<file path="src/rtl/cgen_pkg.sv">
package cgen_pkg;

  typedef enum logic {
    SRC_ONCHIP = 1'b0,
    SRC_XTAL   = 1'b1
  } src_class_e;

  // Total stabilization hold, in oscillator cycles, for a source class.
  function automatic int unsigned hold_cycles(
    input logic        is_xtal,
    input int unsigned xtal_base,
    input int unsigned onchip_base,
    input int unsigned extra
  );
    return (is_xtal ? xtal_base : onchip_base) + extra;
  endfunction

  // CPU enable period, in oscillator cycles, for divisor value n.
  function automatic int unsigned period_len(input int unsigned n);
    return (n == 0) ? 1 : 2 * n;
  endfunction

endpackage

</file>
<file path="src/rtl/cgen_stab.sv">
module cgen_stab
  import cgen_pkg::*;
#(
  parameter int unsigned XTAL_HOLD   = 992,
  parameter int unsigned ONCHIP_HOLD = 224,
  parameter int unsigned EXTRA_HOLD  = 64
) (
  input  logic clk,
  input  logic rst_n,
  input  logic wake_req,
  input  logic src_xtal,
  output logic ready,
  output logic restart
);

  localparam int unsigned HOLD_MAX =
    ((XTAL_HOLD > ONCHIP_HOLD) ? XTAL_HOLD : ONCHIP_HOLD) + EXTRA_HOLD;
  localparam int CW = (HOLD_MAX < 2) ? 1 : $clog2(HOLD_MAX + 1);

  logic          start_pend;
  logic          cls_q;
  logic [CW-1:0] cnt;
  logic [CW-1:0] limit;
  logic          expire;

  // A pending start after reset behaves like a wakeup request.
  assign restart = start_pend | wake_req;
  assign limit   = CW'(hold_cycles(cls_q, XTAL_HOLD, ONCHIP_HOLD, EXTRA_HOLD) - 1);
  assign expire  = !ready && (cnt == limit);

  always_ff @(posedge clk or negedge rst_n) begin
    if (!rst_n) begin
      start_pend <= 1'b1;
      cls_q      <= SRC_XTAL;
      cnt        <= '0;
      ready      <= 1'b0;
    end else if (restart) begin
      start_pend <= 1'b0;
      cls_q      <= src_xtal;
      cnt        <= '0;
      ready      <= 1'b0;
    end else if (expire) begin
      ready      <= 1'b1;
    end else if (!ready) begin
      cnt        <= cnt + 1'b1;
    end
  end

  assert_count_bounded_R2: assert property (@(posedge clk) disable iff (!rst_n)
    !ready |-> cnt <= limit);

  assert_restart_drops_R4: assert property (@(posedge clk) disable iff (!rst_n)
    restart |=> !ready);

  assert_ready_sticky_R4: assert property (@(posedge clk) disable iff (!rst_n)
    (ready && !wake_req) |=> ready);

  assert_class_held_R3: assert property (@(posedge clk) disable iff (!rst_n)
    !restart |=> $stable(cls_q));

endmodule

</file>
<file path="src/rtl/cgen_divreg.sv">
module cgen_divreg #(
  parameter int DIV_W = 8
) (
  input  logic             clk,
  input  logic             rst_n,
  input  logic             we,
  input  logic [DIV_W-1:0] wdata,
  input  logic             ready,
  input  logic             boundary,
  output logic [DIV_W-1:0] n_act
);

  logic [DIV_W-1:0] sw_div;
  logic [DIV_W-1:0] n_next;
  logic             adopt;

  assign n_next = we ? wdata : sw_div;
  // The active divisor changes only while held or where a period ends.
  assign adopt  = !ready || boundary;

  always_ff @(posedge clk or negedge rst_n) begin
    if (!rst_n) begin
      sw_div <= '0;
      n_act  <= '0;
    end else begin
      if (we)    sw_div <= wdata;
      if (adopt) n_act  <= n_next;
    end
  end

  assert_switch_on_boundary_R8: assert property (@(posedge clk) disable iff (!rst_n)
    (ready && !boundary) |=> $stable(n_act));

endmodule

</file>
<file path="src/rtl/cgen_div.sv">
module cgen_div
  import cgen_pkg::*;
#(
  parameter int DIV_W = 8
) (
  input  logic             clk,
  input  logic             rst_n,
  input  logic             ready,
  input  logic [DIV_W-1:0] n_act,
  output logic             cpu_en
);

  localparam int CNTW = DIV_W + 1;

  logic [CNTW-1:0] cnt;
  logic [CNTW-1:0] last;

  assign last   = CNTW'(period_len(32'(n_act)) - 1);
  assign cpu_en = ready && (cnt == last);

  always_ff @(posedge clk or negedge rst_n) begin
    if (!rst_n)                cnt <= '0;
    else if (!ready || cpu_en) cnt <= '0;
    else                       cnt <= cnt + 1'b1;
  end

  assert_cnt_in_period_R5: assert property (@(posedge clk) disable iff (!rst_n)
    ready |-> cnt <= last);

  assert_pulse_single_R5: assert property (@(posedge clk) disable iff (!rst_n)
    cpu_en ##1 (ready && n_act != '0) |-> !cpu_en);

  assert_bypass_every_cycle_R6: assert property (@(posedge clk) disable iff (!rst_n)
    (ready && n_act == '0) |-> cpu_en);

endmodule

</file>
<file path="src/rtl/cgen_half.sv">
module cgen_half (
  input  logic clk,
  input  logic rst_n,
  input  logic ready,
  input  logic cpu_en,
  output logic per_en
);

  logic tog;

  assign per_en = cpu_en && tog;

  always_ff @(posedge clk or negedge rst_n) begin
    if (!rst_n)      tog <= 1'b0;
    else if (!ready) tog <= 1'b0;
    else if (cpu_en) tog <= ~tog;
  end

  assert_per_inside_cpu_R9: assert property (@(posedge clk) disable iff (!rst_n)
    per_en |-> cpu_en);

  assert_per_alternates_R9: assert property (@(posedge clk) disable iff (!rst_n)
    (cpu_en && ready && !per_en) |=> (!cpu_en || !ready || per_en));

endmodule

</file>
<file path="src/rtl/cpu_clk_gen.sv">
module cpu_clk_gen #(
  parameter int unsigned XTAL_HOLD   = 992,
  parameter int unsigned ONCHIP_HOLD = 224,
  parameter int unsigned EXTRA_HOLD  = 64,
  parameter int          DIV_W       = 8
) (
  input  logic             osc_clk,
  input  logic             rst_n,
  input  logic             wake_req,
  input  logic             src_xtal,
  input  logic             div_we,
  input  logic [DIV_W-1:0] div_wdata,
  output logic             cpu_en,
  output logic             per_en,
  output logic             clk_ready
);

  logic             stab_ready;
  logic             stab_restart;
  logic [DIV_W-1:0] n_act;
  logic             cpu_pulse;
  logic             per_pulse;

  cgen_stab #(
    .XTAL_HOLD  (XTAL_HOLD),
    .ONCHIP_HOLD(ONCHIP_HOLD),
    .EXTRA_HOLD (EXTRA_HOLD)
  ) u_stab (
    .clk     (osc_clk),
    .rst_n   (rst_n),
    .wake_req(wake_req),
    .src_xtal(src_xtal),
    .ready   (stab_ready),
    .restart (stab_restart)
  );

  cgen_divreg #(.DIV_W(DIV_W)) u_divreg (
    .clk     (osc_clk),
    .rst_n   (rst_n),
    .we      (div_we),
    .wdata   (div_wdata),
    .ready   (stab_ready),
    .boundary(cpu_pulse),
    .n_act   (n_act)
  );

  cgen_div #(.DIV_W(DIV_W)) u_div (
    .clk   (osc_clk),
    .rst_n (rst_n),
    .ready (stab_ready),
    .n_act (n_act),
    .cpu_en(cpu_pulse)
  );

  cgen_half u_half (
    .clk   (osc_clk),
    .rst_n (rst_n),
    .ready (stab_ready),
    .cpu_en(cpu_pulse),
    .per_en(per_pulse)
  );

  assign cpu_en    = cpu_pulse;
  assign per_en    = per_pulse;
  assign clk_ready = stab_ready;

  assert_enables_gated_R4: assert property (@(posedge osc_clk) disable iff (!rst_n)
    !clk_ready |-> (!cpu_en && !per_en));

  assert_restart_holds_R4: assert property (@(posedge osc_clk) disable iff (!rst_n)
    stab_restart |=> !cpu_en);

endmodule

</file>
<file path="config.mk">
export PLATFORM = sky130hd
export DESIGN_NAME = cpu_clk_gen
export DESIGN_NICKNAME = d
export VERILOG_FILES = /design/src/rtl/cgen_pkg.sv /design/src/rtl/cgen_stab.sv /design/src/rtl/cgen_divreg.sv /design/src/rtl/cgen_div.sv /design/src/rtl/cgen_half.sv /design/src/rtl/cpu_clk_gen.sv
export SDC_FILE = /design/constraint.sdc
export NUM_CORES = 1
export LEC_CHECK = 0
export ABC_AREA = 0
export BUFFER_PORTS_ARGS = -buffer_cell sky130_fd_sc_hd__buf_2
export CAP_MARGIN = 20
export CORE_MARGIN = 3
export CORE_UTILIZATION = 45
export DETAILED_ROUTE_END_ITERATION = 7
export PLACE_DENSITY_LB_ADDON = 0.25
export SLEW_MARGIN = 15
export SYNTH_ARGS = -nofsm -noshare
export SYNTH_HDL_FRONTEND = slang
export SYNTH_SLANG_ARGS = --single-unit
</file>
<file path="constraint.sdc">
create_clock -name osc_clk -period 8.1 [get_ports osc_clk]
set_input_delay 2.025 -clock osc_clk [delete_from_list [all_inputs] [get_ports osc_clk]]
set_output_delay 2.025 -clock osc_clk [all_outputs]
set_load 0.02 [all_outputs]
</file>
==> impl_results.html <==
<table>
<tr><th>Metric</th><th>Value</th></tr>
<tr><th colspan="2">STA</th></tr>
<tr><td>Final hold violation count</td><td>0</td></tr>
<tr><td>Setup TNS</td><td>0 ps</td></tr>
<tr><td>Share of the clock period used by the worst path</td><td>59.75%</td></tr>
<tr><td>Time the worst path needs with I/O delays and setup</td><td>4840 ps</td></tr>
<tr><td>Max-slew violation count</td><td>0</td></tr>
<tr><td>Worst max-slew margin expressed relative to the limit</td><td>42.28%</td></tr>
<tr><td>RSZ-0062 raised after global routing</td><td>false</td></tr>
<tr><td>Worst clock skew</td><td>around 5.7 ps</td></tr>
<tr><td>Worst Hold Margin</td><td>497.4 ps</td></tr>
<tr><td>Highest clock rate</td><td>~210 MHz</td></tr>
<tr><td>Worst setup margin</td><td>3260 ps</td></tr>
<tr><td>Total of endpoints with negative setup slack in the final report</td><td>0</td></tr>
<tr><td>Transition time of the tightest slew-check pin</td><td>854.5 ps</td></tr>
<tr><th colspan="2">Worst hold path</th></tr>
<tr><td>Path category of the worst min-delay check</td><td>flop to flop</td></tr>
<tr><th colspan="2">Clock tree</th></tr>
<tr><td>Sinks on the clock net</td><td>40</td></tr>
<tr><td>Clock root buffer</td><td>clkbuf_8</td></tr>
<tr><td>Later-pin clock latency in the skew report</td><td>roughly 280 ps</td></tr>
<tr><td>Max clock buf depth</td><td>2</td></tr>
<tr><td>Total clock buffers created by CTS</td><td>5</td></tr>
<tr><td>Clock slew at reported path FFs</td><td>70 ps</td></tr>
<tr><td>TritonCTS clock tree</td><td>done</td></tr>
<tr><td>H-tree levels</td><td>2</td></tr>
<tr><td>Setup Buffers After CTS</td><td>0</td></tr>
<tr><td>Count of cells resized by post-cts repair</td><td>0</td></tr>
<tr><td>Number of hold-repair buffers added at the cts stage</td><td>0</td></tr>
<tr><th colspan="2">Run</th></tr>
<tr><td>Maximum Capacitance Violations</td><td>0</td></tr>
<tr><th colspan="2">Status</th></tr>
<tr><td>Run status</td><td>completed</td></tr>
<tr><th colspan="2">Place</th></tr>
<tr><td>Cell count after placement</td><td>256</td></tr>
<tr><td>Port Buf Inserts</td><td>15</td></tr>
<tr><td>Half-perimeter wire length of the detailed placement result</td><td>between 2 and 2.5 mm</td></tr>
<tr><td>Pre-CTS setup slack</td><td>roughly 3600 ps</td></tr>
<tr><td>Last weighted congestion value of the routability-driven placer</td><td>0.7922</td></tr>
<tr><th colspan="2">GRT</th></tr>
<tr><td>Global route overflow</td><td>0</td></tr>
<tr><td>Via count of the first global-routing pass</td><td>roughly 1.4k</td></tr>
<tr><td>Maximum number of pins on one net before global-route repair</td><td>41</td></tr>
<tr><td>GRT Overall Usage</td><td>14.47%</td></tr>
<tr><td>Number of antenna violations at the first check in global routing</td><td>0</td></tr>
<tr><td>Wire length of the first global-routing pass</td><td>6.009 mm</td></tr>
<tr><th colspan="2">Synth</th></tr>
<tr><td>Cell accounting for the most synthesized area</td><td>dfrtp_1</td></tr>
<tr><td>Largest cells by area after synthesis</td><td>dfrtp_1 (46%), mux2_2 (8.7%), xor2_1 (5.1%)</td></tr>
<tr><td>Post-Syn Area per Cell</td><td>10.37 µm²</td></tr>
<tr><td>Synth Instances</td><td>200</td></tr>
<tr><td>Synthesized area</td><td>just over 2000 µm²</td></tr>
<tr><td>Share of flip-flops with an asynchronous set or reset after synthesis</td><td>100.0%</td></tr>
<tr><td>Total nets after synthesis</td><td>215</td></tr>
<tr><td>Top cells by instance count after synthesis</td><td>dfrtp_1 (38), nor2_1 (26), mux2_2 (16)</td></tr>
<tr><td>Area share of the leading cell type in the synthesized netlist</td><td>45.87%</td></tr>
<tr><td>Synthesized flop and latch total</td><td>40</td></tr>
<tr><td>Most used DFF post-synth</td><td>dfrtp_1</td></tr>
<tr><td>Share of the yosys chip area belonging to registers</td><td>48.40%</td></tr>
<tr><td>Post-synth EDFFs</td><td>0</td></tr>
<tr><td>Top-count cell post-synth</td><td>dfrtp_1</td></tr>
<tr><td>Number of warning messages in the yosys log</td><td>0</td></tr>
<tr><td>Number of distinct library cells after synthesis</td><td>45</td></tr>
<tr><th colspan="2">Floorplan</th></tr>
<tr><td>Die ar.</td><td>roughly 5500 µm²</td></tr>
<tr><td>Row Count</td><td>24</td></tr>
<tr><td>Area of the core region</td><td>4414 µm²</td></tr>
<tr><td>Horizontal die dimension</td><td>73.88 µm</td></tr>
<tr><td>Vert. Die Dim</td><td>73.88 µm</td></tr>
<tr><td>Starting utilization of the core area</td><td>46.97%</td></tr>
<tr><td>I/O pin count</td><td>16</td></tr>
<tr><th colspan="2">Worst setup path</th></tr>
<tr><td>Cell with the largest stage delay on the worst path</td><td>nor4_1</td></tr>
<tr><td>CP Class</td><td>flop to primary output</td></tr>
<tr><td>Critical-path maximum fanout</td><td>10</td></tr>
<tr><td>Critical path buffer and inverter count</td><td>1</td></tr>
<tr><td>Worst endpoint required time</td><td>6080 ps</td></tr>
<tr><td>Family with the most delay on the worst path</td><td>simple AND/OR/NAND/NOR gates</td></tr>
<tr><td>Largest stage delay on the critical path</td><td>a little over 700 ps</td></tr>
<tr><td>Critical Path End Type</td><td>primary output</td></tr>
<tr><td>Kind of start point of the critical path</td><td>flop</td></tr>
<tr><td>Cell-by-cell trace of the critical path</td><td>nor4_1 -&gt; a21boi_0 -&gt; o21ai_0 -&gt; o311ai_1 -&gt; nor3_1 -&gt; and3_1 -&gt; buf_2</td></tr>
<tr><td>Arrival time worst endpoint</td><td>2810 ps</td></tr>
<tr><th colspan="2">Route</th></tr>
<tr><td>Initial DRT Pass Iterations</td><td>4</td></tr>
<tr><td>Avg Vias per Cell</td><td>5.371</td></tr>
<tr><td>Routed Antenna Nets</td><td>0</td></tr>
<tr><td>Starting DRC count in detailed routing</td><td>approximately 140</td></tr>
<tr><td>Aggregate routed wire length</td><td>~3.5 mm</td></tr>
<tr><td>Total via count after detailed routing</td><td>1418</td></tr>
<tr><td>Number of remaining DRC errors</td><td>0</td></tr>
<tr><td>Wire per inst</td><td>13.28 µm</td></tr>
<tr><th colspan="2">Pwr</th></tr>
<tr><td>Peak supply drop</td><td>91.23 µV</td></tr>
<tr><td>Power per cell area</td><td>181.0 nW/µm²</td></tr>
<tr><td>Static Leak</td><td>0.9533 nW</td></tr>
<tr><th colspan="2">Layout</th></tr>
<tr><td>Synthesis-to-finish area growth</td><td>8.811%</td></tr>
<tr><td>Final standard cell utilization of the core</td><td>between 50% and 60%</td></tr>
<tr><td>Layout cells sized above 1</td><td>just over 20%</td></tr>
<tr><td>Final cell count without fillers</td><td>264</td></tr>
<tr><td>Antenna diodes</td><td>0</td></tr>
<tr><td>Layout net count</td><td>226</td></tr>
</table>
## stage by stage
step                power, mW  instance area (µm²)
global route           0.4311                 2256
CTS                    0.4144                 2256
finish                 0.4082                 2256
detailed placement     0.2579                 2148
global placement       0.2569                 2148
floorplan              0.2483                 2073
## cell type report
type	count	area, µm²
Inverter	4	15.01
Timing Repair Buffer	15	75.07
Clock buffer	6	72.57
Sequential cell	40	1003
Fill cell	404	2158
Clock inverter	2	35.03
Multi-Input combinational cell	145	989.7
Tap cell	52	65.06
## kinds of logic after synthesis
family / synth area share (%)
buffers and inverters: 3.862
xor gates and xnor gates: 8.027
and+or+nand+nor: 19.55
AOI/OAI and AO/OA: 8.390
adders and majority gates: 1.207
muxes: 10.38
DFF: 48.40
other: 0.1809
## worst paths after layout
kind,end,slack (ps),cells past startpoint,from
max in group asynchronous,u_stab.cnt[7]$_DFFE_PN0P_,5700,1,rst_n
hold reg to reg,u_divreg.sw_div[6]$_DFF_PN0_,500,1,u_divreg.sw_div[6]$_DFF_PN0_
setup / recovery,per_en,3260,7,u_divreg.n_act[0]$_DFFE_PN0P_
setup reg to reg,u_divreg.n_act[3]$_DFFE_PN0P_,5010,6,u_divreg.n_act[0]$_DFFE_PN0P_
min in group asynchronous,u_divreg.sw_div[2]$_DFF_PN0_,1860,1,rst_n
hold / removal,u_divreg.sw_div[6]$_DFF_PN0_,500,1,u_divreg.sw_div[6]$_DFF_PN0_
## routing by layer
metal | global-route usage (%) | routed length [µm]
met2 | 23.62 | 1659
met5 | 0 | 0
met1 | 17.87 | 1681
met4 | 4.225 | 32
met3 | 5.335 | 132
## power breakdown
group | total (mW) | internal, mW | switching (mW) | leakage (nW)
clock network | 0.155 | 0.0914 | 0.0634 | 0.0552
logic | 0.0340 | 0.0169 | 0.0171 | 0.384
registers | 0.219 | 0.209 | 0.0103 | 0.515
total | 0.408 | 0.317 | 0.0907 | 0.953
## flip-flops by register name, indices dropped and copies added (netlist names)
| signal | count |
|---|---|
| u_stab.start_pend | 1 |
| u_stab.cls_q | 1 |
| u_divreg.n_act | 8 |
| u_divreg.sw_div | 8 |
| u_half.tog | 1 |
| u_div.cnt | 9 |
| u_stab.cnt | 11 |
| u_stab.ready | 1 |
## placed cells by master, fill, tap and decap left out, types with 2 or more instances in the layout
cell,n
nand2_1,12
inv_1,4
mux2i_1,2
nor2_1,26
dfrtp_1,38
clkbuf_8,5
or3_1,3
nor4_1,6
nor3_1,4
ha_1,2
dfstp_2,2
nand2b_1,2
nand4_1,8
nand3_1,8
and2_1,2
xor2_1,12
a21oi_1,4
buf_2,15
mux2_2,16
o21ai_0,4
xnor2_1,7
or4_1,2
and3_1,4
Note: power is estimated with default switching activity, not from simulation.
